File: config.mk
export PLATFORM = sky130hd
export DESIGN_NAME = offset_mod_counter
export DESIGN_NICKNAME = d
export VERILOG_FILES = /design/src/rtl/omc_pkg.sv /design/src/rtl/omc_term_detect.sv /design/src/rtl/omc_action_sel.sv /design/src/rtl/omc_state_reg.sv /design/src/rtl/offset_mod_counter.sv
export SDC_FILE = /design/constraint.sdc
export NUM_CORES = 1
export LEC_CHECK = 0
export BUFFER_PORTS_ARGS = -buffer_cell sky130_fd_sc_hd__buf_2
export CORE_AREA = 3 3 40 42
export DETAILED_ROUTE_END_ITERATION = 16
export DIE_AREA = 0 0 43 45
export GPL_TIMING_DRIVEN = 1
export PLACE_DENSITY_LB_ADDON = 0.2
export REMOVE_ABC_BUFFERS = 1
export SETUP_SLACK_MARGIN = 0.5
export SLEW_MARGIN = 20
export SYNTH_ARGS = -nofsm -noshare
export SYNTH_HDL_FRONTEND = slang
export SYNTH_SLANG_ARGS = --single-unit
export TNS_END_PERCENT = 10
File: constraint.sdc
create_clock -name clk -period 4.3 [get_ports clk]
set_clock_uncertainty 0.1 [all_clocks]
set_input_delay 0.215 -clock clk [delete_from_list [all_inputs] [get_ports clk]]
set_output_delay 0.215 -clock clk [all_outputs]
set_load 0.01 [all_outputs]
File: src/rtl/omc_pkg.sv
package omc_pkg;
  typedef enum logic [1:0] {
    ACT_HOLD  = 2'd0,
    ACT_COUNT = 2'd1,
    ACT_LOAD  = 2'd2
  } omc_act_e;
endpackage

File: src/rtl/omc_term_detect.sv
module omc_term_detect #(
  parameter int WIDTH    = 4,
  parameter int TERMINAL = 14
) (
  input  logic [WIDTH-1:0] state_q,
  output logic             term_hit
);
  localparam logic [WIDTH-1:0] TERM_V = WIDTH'(TERMINAL);
  localparam logic [WIDTH-1:0] ONES_V = '1;

  generate
    if (TERM_V == ONES_V) begin : g_all_ones
      // terminal equals the carry condition: reuse the AND reduction
      assign term_hit = &state_q;
    end else begin : g_compare
      assign term_hit = (state_q == TERM_V);
    end
  endgenerate
endmodule

File: src/rtl/omc_action_sel.sv
module omc_action_sel
  import omc_pkg::*;
(
  input  logic     rst,
  input  logic     cnt_en,
  input  logic     term_hit,
  output omc_act_e act
);
  always_comb begin
    if (rst)                   act = ACT_LOAD;
    else if (cnt_en && term_hit) act = ACT_LOAD;
    else if (cnt_en)           act = ACT_COUNT;
    else                       act = ACT_HOLD;
  end
endmodule

File: src/rtl/omc_state_reg.sv
module omc_state_reg
  import omc_pkg::*;
#(
  parameter int WIDTH  = 4,
  parameter int PRESET = 9
) (
  input  logic             clk,
  input  omc_act_e         act,
  output logic [WIDTH-1:0] state_q,
  output logic             carry_q
);
  localparam logic [WIDTH-1:0] PRESET_V = WIDTH'(PRESET);
  localparam logic [WIDTH-1:0] ONE_V    = WIDTH'(1);

  logic [WIDTH-1:0] inc_v;
  assign inc_v = state_q + ONE_V;

  always_ff @(posedge clk) begin
    case (act)
      ACT_LOAD: begin
        state_q <= PRESET_V;
        carry_q <= &PRESET_V;
      end
      ACT_COUNT: begin
        state_q <= inc_v;
        carry_q <= &inc_v;
      end
      default: begin
        state_q <= state_q;
        carry_q <= carry_q;
      end
    endcase
  end
endmodule

File: src/rtl/offset_mod_counter.sv
module offset_mod_counter
  import omc_pkg::*;
#(
  parameter int WIDTH    = 4,
  parameter int PRESET   = 9,
  parameter int TERMINAL = 14
) (
  input  logic             clk,
  input  logic             rst,
  input  logic             cnt_en,
  output logic [WIDTH-1:0] count_q,
  output logic             carry_out
);
  logic     term_hit;
  omc_act_e act;

  generate
    if (PRESET > TERMINAL || TERMINAL >= (1 << WIDTH)) begin : g_bad_cfg
      $error("offset_mod_counter: PRESET/TERMINAL outside counter range");
    end
  endgenerate

  omc_term_detect #(.WIDTH(WIDTH), .TERMINAL(TERMINAL)) u_detect (
    .state_q  (count_q),
    .term_hit (term_hit)
  );

  omc_action_sel u_sel (
    .rst      (rst),
    .cnt_en   (cnt_en),
    .term_hit (term_hit),
    .act      (act)
  );

  omc_state_reg #(.WIDTH(WIDTH), .PRESET(PRESET)) u_reg (
    .clk     (clk),
    .act     (act),
    .state_q (count_q),
    .carry_q (carry_out)
  );
endmodule

## After elaboration in Yosys (flattened, before gate mapping)

Index checks and enable logic that the tools add are counted.

| word-level totals | value |
|---|---|
| bits in registers | 5 |
| input bits | 3 |
| word-level logic and storage cells | 14 |

| cells by class | value |
|---|---|
| add/subtract/negate cells | 1 |
| equal/unequal tests | 3 |
| muxes and demuxes | 5 |
| reductions and logical operators | 3 |

Operators by type and width:

| operator | count |
|---|---|
| one-hot mux 4 bit (2 select lines) | 1 |
| adder 4 x 1 -> 4 bit, second input constant | 1 |
| == test 4 bit, second input constant | 1 |
| 2-to-1 mux 2 bit | 2 |
| AND reduction 4 bit | 1 |
| == test 2 x 1 -> 1 bit, second input constant | 1 |
| == test 2 bit, second input constant | 1 |
| one-hot mux 1 bit (2 select lines) | 1 |
| nonzero test 2 bit | 1 |
| logical AND 1 bit | 1 |
| 2-to-1 mux 1 bit | 1 |

## Depth between registers and ports, before layout

Gate-level depths: netlist of the first run.

| depth | value |
|---|---|
| depth after elaboration | 6 |
| depth in mapped cells | 5 |
| mapped depth without buffers | 5 |

## Hierarchy

Synthesis of the first run repeated with hierarchy kept, for this count alone.

| unflattened totals | value |
|---|---|
| cells, all modules | 23 |
| area total of the unflattened synthesis | 280.3 µm² |

Modules (own cells, without submodules):

| module | times used | cells an instance | area each (µm²) |
|---|---|---|---|
| omc_state_reg | 1 | 20 | 250.2 |
| omc_action_sel | 1 | 2 | 20.0 |
| omc_term_detect | 1 | 1 | 10.0 |

## Least setup slack after synthesis of the first run

No wires, ideal clock.

| path | value |
|---|---|
| path type | flip-flop to flip-flop |
| from | reg u_reg.state_q[0] |
| to | reg u_reg.carry_q (data pin) |
| setup time | 190 ps |
| arrival | 1178 ps |
| data required time | 4010 ps |
| path slack | 2832 ps |
| cell stages (with the launch flop) | 6 |
| buffers on the path | 0 |
| clock period less this slack | 1468 ps |
| path through | edfxtp_1 inv_1 ha_1 nand2_1 nand3b_1 a2111oi_2 |

| on the way | value |
|---|---|
| elaborated cells on any way between the ends | 9 |
| those cells by class | 1 x add/sub; 3 x eq/ne; 3 x mux; 2 x reduce/logical |

RTL lines:

| what | line | RTL |
|---|---|---|
| start, declared | omc_state_reg.sv:9 | `output logic [WIDTH-1:0] state_q,` |
| start signal, assigned | omc_state_reg.sv:25 | `state_q <= inc_v;` |
| start signal, assigned | omc_state_reg.sv:29 | `state_q <= state_q;` |
| adder 4 x 1 -> 4 bit | omc_state_reg.sv:16 | `assign inc_v = state_q + ONE_V;` |
| via u_reg.inc_v[0] | omc_state_reg.sv:15 | `logic [WIDTH-1:0] inc_v;` |
| AND reduction 4 bit | omc_state_reg.sv:26 | `carry_q <= &inc_v;` |
| one-hot mux 1 bit (2 select lines) | omc_state_reg.sv:19 | `case (act)` |
| end signal, assigned | omc_state_reg.sv:22 | `carry_q <= &PRESET_V;` |
| end signal, assigned | omc_state_reg.sv:26 |  |
| end signal, assigned | omc_state_reg.sv:30 | `carry_q <= carry_q;` |
| end, declared | omc_state_reg.sv:10 | `output logic carry_q` |

The timed path passes the listed nets, and every way through them passes these cells.
A chain may end at the register's enable or synchronous reset.

## Worst setup path in the final report of the first run

Ends and elaborated chain as after synthesis.

==> results of run 1 <==
## placed cells by master, fill, tap and decap left out, drive strengths merged
| cell | n |
|---|---|
| nand2b | 2 |
| nor2b | 1 |
| ha | 3 |
| edfxtp | 5 |
| a31oi | 1 |
| xor2 | 1 |
| nand3 | 1 |
| nand2 | 3 |
| a2111oi | 1 |
| buf | 7 |
| nand3b | 1 |
| a21oi | 1 |
| clkbuf | 4 |
| or2 | 1 |
| inv | 2 |
## cell usage after synthesis
library cell	instances
a2111oi_2	1
nand3b_1	1
or2_2	1
edfxtp_1	5
nand2b_1	2
xor2_1	1
inv_1	2
nand2_1	3
a21oi_1	1
nor2b_1	1
nand3_2	1
a31oi_1	1
ha_1	3
## registers in the layout (all words and copies together) (netlist names)
name,count
u_reg.state_q,4
u_reg.carry_q,1
## layout make-up
cell class,count,area [sq um]
clock buffers,4,26.3
fillers,137,921
inverters,2,7.51
multi-input cells,16,126
flip-flops and latches,5,150
well taps,15,18.8
repair buffers,7,35.0
## critical path: stages (launching register included)
cell and delay [ps]:
edfxtp_1 440, inv_1 90, ha_1 220, nand2_1 70, nand3b_1 110, a2111oi_2 310
## metal layers
metal  global-route usage [%]  vias up
li1                         -      103
met1                     6.17       97
met2                     9.88        6
met3                     7.57        0
met4                        0        0
met5                        0        -
## per-stage QoR
step,setup WS [ps],util [%],hold WS (ps),instances,cell area [sq um]
5_1_grt,2610,28.3,269,49,364
3_3_place_gp,2780,26.3,501,45,338
6_report,2780,28.3,259,49,364
4_1_cts,2740,28.3,251,49,364
3_5_place_dp,2760,26.3,502,45,338
2_1_floorplan,2830,-,384,23,284
## path summary, 6_finish.rpt
kind                           end              from  cells past startpoint
hold reg to reg   u_reg.state_q[0]  u_reg.state_q[0]                      1
setup / recovery     u_reg.carry_q  u_reg.state_q[0]                      5
hold / removal       u_reg.carry_q               rst                      2
setup reg to reg     u_reg.carry_q  u_reg.state_q[0]                      5
## power by group
part,leakage (nW),internal [mW],switching [mW]
sequential,0.0495,0.0571,0.00328
clock,0.0150,0.0350,0.0184
combinational,0.0829,0.00592,0.00752
total,0.147,0.0980,0.0292
## kinds of logic (layout without fill, tap and decap cells)
| family | count (synthesis) | in the layout | synth area share [%] |
|---|---|---|---|
| AO/OA/AOI/OAI | 3 | 3 | 9.25 |
| XOR/XNOR | 1 | 1 | 3.08 |
| adder cells (fa/ha/maj) | 3 | 3 | 13.2 |
| buffers and inverters | 2 | 13 | 2.64 |
| flip-flops | 5 | 5 | 52.9 |
| AND/OR/NAND/NOR | 9 | 9 | 18.9 |
==> results.py, run 1 <==
metrics = {
    "global_route": {
        "grtUsageTotal_pct": 6.47,
        "first_global_vias": 212,
        "grt_max_degree": 6,
        "antenna_found_initial": 0,
        "grt_pass1_wl_um": 855,
        "grt.overflow.total": 0,
    },
    "die": {
        "die_y_um": 45,
        "fp-row-count": 13,
        "core_sq_um": 1280,
        "die_w_um": 43,
        "io_pins": 8,
        "initial_core_util_pct": 22.1,
        "dieArea_sq_um": 1940,
    },
    "timing": {
        "hold_violations": 0,
        "tns_ps": 0,
        "slew_headroom_pct": 82.2,
        "period_share_pct": 35.3,
        "setup_viol": 0,
        "rsz0062_at_grt": "false",
        "fmaxAchievable_mhz": 658,
        "drv_slew": 0,
        "period_needed_ps": 1520,
        "worst_slew_pin_slew_ps": 265,
    },
    "cells_and_area": {
        "syn2layout_area_growth_pct": 28.2,
        "antenna_cells": 0,
        "nets": 41,
        "drive_gt1_share_pct": 38.2,
    },
    "routing": {
        "ant_nets": 0,
        "num_vias": 206,
        "route.met2.wl_um": 233,
        "drc": 0,
        "met3_length_um": 46,
        "via_per_inst": 4.20,
        "drtPass1Iterations": 1,
        "top_layer_used": "met3",
        "routed_wl_um": 503,
        "met1_length_um": 224,
        "first_iter_violations": 0,
        "wl_per_cell_um": 10.3,
    },
    "yosys": {
        "synth_warnings": 0,
        "yosysTopAreaCellShare_pct": 52.9,
        "synthTopCellsByArea": "edfxtp_1 53%, ha_1 13%, a2111oi_2 5.3%, nand2b_1 4.4%, nand2_1 4.0%",
        "synthesis.area_sq_um": 284,
        "synth_cell_types": 13,
        "synth_cells": 23,
        "synth-seq-cells": 5,
        "yosys.area.top_type": "edfxtp_1",
        "ys_seq_area_share_pct": 52.9,
        "post_synth.cell_area_avg_sq_um": 12.3,
    },
    "critical_path": {
        "arrival_ps": 1470,
        "critPathCaptureType": "flop",
        "crit_type": "flop to flop",
        "critPathMaxFanout": 5,
        "reg2reg_slack_ps": 2780,
        "required_ps": 4250,
        "crit_path_start_kind": "flop",
    },
    "power_and_ir_drop": {
        "finalPower_mw": 0.127,
        "p_leak_nw": 0.147,
        "power.density_nw_per_um2": 349,
        "ir_drop_mv": 0.163,
    },
    "placed_design": {
        "place.gp.congestion": 0.703,
        "dp_hpwl_um": 383,
        "port-buffer-count": 7,
    },
    "cts": {
        "post_cts_resized": 0,
        "cts_buffers": 3,
        "post_cts_buffers": 0,
        "ctsHoldBuffers": 0,
        "cts.clk_slew.worst_paths_ps": 40,
        "insertion_delay_ps": 240,
        "cts_tree": "yes",
        "htreeDepth": 1,
        "cts_sinks": 5,
        "cts_max_path_buffers": 2,
        "clock_tree.root_cell": "clkbuf_4",
    },
    "min_path": {
        "hold_path.class": "input pin to flop",
    },
    "flow_run": {
        "max_cap_viol_count": 0,
    },
    "run_status": {
        "status": "complete, no violations",
    },
}
(Power assumes the default switching activity.)
==> run 2, diff against run 1 <==
==> constraint.sdc (replaced) <==
create_clock -name clk -period 1.4 [get_ports clk]
set_clock_uncertainty 0.1 [all_clocks]
set_input_delay 0.07 -clock clk [delete_from_list [all_inputs] [get_ports clk]]
set_output_delay 0.07 -clock clk [all_outputs]
set_load 0.01 [all_outputs]
==> results.py, run 2 (synthesis gave the netlist of run 1 again) <==
metrics = {
    "cells_and_area": {
        "finish.utilization_pct": 34.5,
        "regMostFlops": "u_reg.state_q",
        "largest_reg_flops": 4,
        "drive_gt1_share_pct": 55.0,
        "seqCellArea_sq_um": 150,
        "nets": 47,
        "layout_common_cells": "5 x buf_2, 5 x buf_4, 5 x edfxtp_1",
        "reg_top3": "u_reg.state_q (4), u_reg.carry_q (1)",
        "instances_no_fill": 55,
        "nFillCells": 138,
        "syn2layout_area_growth_pct": 55.9,
        "antenna_cells": 0,
        "multi_input_area_sq_um": 144,
    },
    "timing": {
        "slew_headroom_pct": 76.6,
        "worst_slew_pin_slew_ps": 349,
        "fmaxAchievable_mhz": 682,
        "drv_slew": 0,
        "tns_ps": -105,
        "setup_viol": 2,
        "whs_ps": 118,
        "rsz0062_at_grt": "true",
        "period_share_pct": 105,
        "hold_violations": 0,
        "period_needed_ps": 1470,
        "fin_ws_ps": -67.0,
    },
    "min_path": {
        "hp-start": "rst",
        "holdPathStages": 2,
        "hold_path.class": "input pin to flop",
        "hold_path_end": "u_reg.carry_q",
    },
    "global_route": {
        "antenna_found_initial": 0,
        "grt_pass1_wl_um": 959,
        "first_global_vias": 248,
        "grtUsageTotal_pct": 7.22,
        "grt_max_degree": 6,
        "grt.overflow.total": 0,
    },
    "routing": {
        "num_vias": 235,
        "via_per_inst": 4.27,
        "wl_per_cell_um": 10.7,
        "routed_wl_um": 587,
        "first_iter_violations": 1,
        "ant_nets": 0,
        "drtPass1Iterations": 4,
        "drc": 0,
    },
    "die": {
        "io_pins": 8,
        "core_sq_um": 1280,
        "dieArea_sq_um": 1940,
        "die_y_um": 45,
        "die_w_um": 43,
        "initial_core_util_pct": 22.1,
        "fp-row-count": 13,
    },
    "cts": {
        "cts.clk_slew.worst_paths_ps": 40,
        "cts_tree": "yes",
        "cts_sinks": 5,
        "insertion_delay_ps": 240,
        "clock_tree.root_cell": "clkbuf_4",
        "cts_buffers": 3,
        "htreeDepth": 1,
        "ctsHoldBuffers": 0,
        "cts_max_path_buffers": 2,
    },
    "critical_path": {
        "r2r_end": "u_reg.carry_q",
        "reg2reg_slack_ps": -70,
        "r2r_start": "u_reg.state_q[0]",
        "crit_type": "flop to flop",
        "crit_path_start_kind": "flop",
        "startpoint": "u_reg.state_q[0]",
        "worst-r2r-cell-count": 3,
        "critPathCaptureType": "flop",
        "arrival_ps": 1420,
        "critPathMaxFanout": 4,
        "required_ps": 1350,
    },
    "flow_run": {
        "max_cap_viol_count": 0,
    },
    "power_and_ir_drop": {
        "ir_drop_mv": 0.618,
        "finalPower_mw": 0.417,
        "power.density_nw_per_um2": 940,
        "p_leak_nw": 0.177,
    },
    "placed_design": {
        "port-buffer-count": 7,
        "dp_cells": 50,
        "place.gp.congestion": 0.677,
    },
    "run_status": {
        "status": "finished, violations left",
        "violations": "setup timing",
    },
}
[run 2: cell count changes in the layout (fill, tap and decap cells not counted), sizes merged]
cell,delta
buf,+6
[run 2: power by group]
part	leakage, nW	switching (mW)	internal, mW	total, mW
sequential	0.0495	0.00882	0.175	0.184
clock	0.0150	0.0543	0.107	0.162
combinational	0.112	0.0329	0.0378	0.0706
total	0.177	0.0960	0.321	0.417
[run 2: worst max-delay path by stage]
stage                                to  slack (ps)
after global placement    u_reg.carry_q         -50
after floorplan           u_reg.carry_q         -70
after global routing      u_reg.carry_q        -160
after CTS                 u_reg.carry_q         -30
final                     u_reg.carry_q         -70
after detailed placement  u_reg.carry_q         -50
[run 2: stage by stage]
stage               cell area, sq um  setup WS, ps
floorplan                        284         -67.7
global placement                 375         -52.4
detailed placement               375         -48.2
CTS                              430         -27.2
global route                     443          -165
finish                           443         -67.0
[run 2: timing repair]
| item | in CTS | in global routing |
|---|---|---|
| setup buffers | 1 | 0 |
| gates resized for setup | 5 | 2 |
| setup endpoints to repair | 10 | 10 |
[run 2: layout make-up]
type	instances	area share [%]
clock buffer	4	5.93
inverter	2	1.69
multi-input combinational	16	32.5
sequential	5	33.9
tap	15	4.24
timing repair buffer	13	21.8
[run 2: metal layers]
layer  wire (um)  track usage (%)  share of wire [%]
met2         328             12.6                 56
met3          41             7.17                7.0
met5           0                0                  0
met4           0                0                  0
met1         218             6.42                 37
[run 2: critical path, cell delays in order (launching register included)]
cell and delay, ps:
edfxtp_1 430, ha_2 220, nand3b_1 220, a2111oi_4 320
==> run 3, diff against run 2 <==
--- a/config.mk
+++ b/config.mk
@@ -13,8 +13,10 @@
 export PLACE_DENSITY_LB_ADDON = 0.2
 export REMOVE_ABC_BUFFERS = 1
 export SETUP_SLACK_MARGIN = 0.5
+export SKIP_CTS_REPAIR_TIMING = 1
 export SLEW_MARGIN = 20
 export SYNTH_ARGS = -nofsm -noshare
 export SYNTH_HDL_FRONTEND = slang
+export SYNTH_HIERARCHICAL = 1
 export SYNTH_SLANG_ARGS = --single-unit
 export TNS_END_PERCENT = 10
==> results.py, run 3 <==
metrics = {
    "routing": {
        "via_per_inst": 4.06,
        "ant_nets": 0,
        "routed_wl_um": 532,
        "drc": 0,
        "first_iter_violations": 5,
        "drtPass1Iterations": 2,
        "wl_per_cell_um": 10.0,
        "num_vias": 215,
    },
    "global_route": {
        "grt.overflow.total": 0,
        "antenna_found_initial": 0,
        "grtUsageTotal_pct": 6.95,
        "first_global_vias": 230,
        "grt_max_degree": 6,
        "grt_pass1_wl_um": 945,
    },
    "timing": {
        "period_share_pct": 114,
        "fin_ws_ps": -197,
        "worst_slew_pin_slew_ps": 167,
        "whs_ps": 245,
        "slew_headroom_pct": 88.8,
        "setup_viol": 10,
        "fmaxAchievable_mhz": 626,
        "hold_violations": 0,
        "drv_slew": 0,
        "rsz0062_at_grt": "true",
        "period_needed_ps": 1600,
    },
    "yosys": {
        "synth_edf_count": 5,
        "ys_seq_area_share_pct": 53.6,
        "synth-seq-cells": 5,
        "synthTopCellsByArea": "edfxtp_1 54%, ha_1 13%, xor2_1 6.3%, nor3b_2 4.5%, inv_1 4.0%",
        "synthesis.area_sq_um": 280,
        "synth_ff_type": "edfxtp_1",
        "post_synth.cell_area_avg_sq_um": 12.2,
        "synth_commonest_cells": "5 x edfxtp_1, 3 x ha_1, 3 x inv_1",
        "synthArstFlopShare_pct": 0,
        "yosysMostFrequentCell": "edfxtp_1",
        "yosysTopAreaCellShare_pct": 53.6,
        "yosys.area.top_type": "edfxtp_1",
        "synth_warnings": 6,
        "synth_cell_types": 12,
        "synth_cells": 23,
    },
    "critical_path": {
        "crit_type": "flop to flop",
        "cp_slowest_cell": "edfxtp_1",
        "r2r_start": "u_reg/state_q[2]",
        "arrival_ps": 1440,
        "crit_path_start_kind": "flop",
        "crit_buf_inv": 1,
        "critPathMaxFanout": 5,
        "path_depth": 4,
        "worst-r2r-cell-count": 4,
        "cpLargestDelayFamily": "flip-flops",
        "path_cells": "and4b_1 -> nor3b_2 -> ha_2 -> inv_2",
        "required_ps": 1250,
        "critPathCaptureType": "flop",
        "startpoint": "u_reg/state_q[2]",
        "cpPeakStageDelay_ps": 400,
    },
    "cts": {
        "cts_sinks": 5,
        "clock_tree.root_cell": "clkbuf_4",
        "cts_max_path_buffers": 2,
        "htreeDepth": 1,
        "cts_buffers": 3,
        "cts_tree": "yes",
        "cts.clk_slew.worst_paths_ps": 40,
        "insertion_delay_ps": 240,
    },
    "placed_design": {
        "port-buffer-count": 7,
        "dp_hpwl_um": 423,
        "place.gp.congestion": 0.749,
        "pre_cts_ws_ps": -277,
        "place_area_sq_um": 364,
    },
    "min_path": {
        "hp-start": "rst",
        "hold_path.class": "input pin to flop",
        "holdPathStages": 4,
    },
    "power_and_ir_drop": {
        "p_leak_nw": 0.187,
        "power.density_nw_per_um2": 1030,
        "ir_drop_mv": 0.310,
    },
    "cells_and_area": {
        "nets": 45,
        "syn2layout_area_growth_pct": 43.7,
        "largest_reg_flops": 4,
        "reg_top3": "u_reg/state_q (4), u_reg/carry_q (1)",
        "drive_gt1_share_pct": 44.7,
        "regMostFlops": "u_reg/state_q",
        "layout_commonest_cell": "buf_2",
        "final_area_sq_um": 403,
        "antenna_cells": 0,
        "layout_common_cells": "6 x buf_2, 5 x edfxtp_1, 3 x clkbuf_4, 3 x buf_4",
        "nFillCells": 140,
    },
    "die": {
        "dieArea_sq_um": 1940,
        "die_w_um": 43,
        "die_y_um": 45,
        "fp-row-count": 13,
        "initial_core_util_pct": 21.8,
        "io_pins": 8,
        "core_sq_um": 1280,
    },
    "run_status": {
        "status": "finished, violations left",
        "violations": "setup timing",
    },
    "flow_run": {
        "max_cap_viol_count": 0,
    },
}
[run 3: area by class of cell]
cell class,instances,area [sq um],share of cell area [%]
clock buffers,4,26.3,6.52
inverters,3,11.3,2.80
repair buffers,11,75.1,18.6
multi-input cells,15,121,30.1
well taps,15,18.8,4.66
flip-flops and latches,5,150,37.3
[run 3: metrics by stage]
step                      setup TNS, ps  utilization (%)  total power [mW]  std cells
final                             -1380             31.4             0.414         53
after global routing              -2200             31.4             0.441         53
after CTS                         -2090             30.4             0.419         53
after detailed placement          -2010             28.3             0.245         49
after global placement            -2120             28.3             0.245         49
after floorplan                   -2400                -             0.216         23
[run 3: final timing paths]
path                            to  slack (ps)
hold / removal    u_reg/state_q[0]         240
hold reg to reg   u_reg/state_q[0]         580
setup reg to reg  u_reg/state_q[1]        -200
setup / recovery  u_reg/state_q[1]        -200
[run 3: tightest hold or removal path: cells and delay by family]
kind          cells  cell delay (ps)
fa+ha+maj         1              200
buf+inv           1              100
simple gates      2              100
[run 3: power breakdown]
group / internal, mW / switching, mW
Combinational: 0.0333 / 0.0338
Clock: 0.108 / 0.0579
Sequential: 0.177 / 0.00414
Total: 0.318 / 0.0959
[run 3: metal layers]
metal  up-vias  GRT usage [%]  routed length (um)
met5         -              0                   0
met4         0           5.42                   0
met3         0           3.98                  38
met2         6           10.2                 257
met1       100           7.33                 236
li1        109              -                   -
[run 3: cells by family (layout without fill, tap and decap cells)]
| family | count (synthesis) | in the layout | synth area share, % |
|---|---|---|---|
| xor gates and xnor gates | 2 | 2 | 6.25 |
| and+or+nand+nor | 9 | 9 | 20.1 |
| DFF | 5 | 5 | 53.6 |
| buffers and inverters | 3 | 18 | 4.02 |
| AOI/OAI and AO/OA | 1 | 1 | 2.68 |
| adders and majority gates | 3 | 3 | 13.4 |
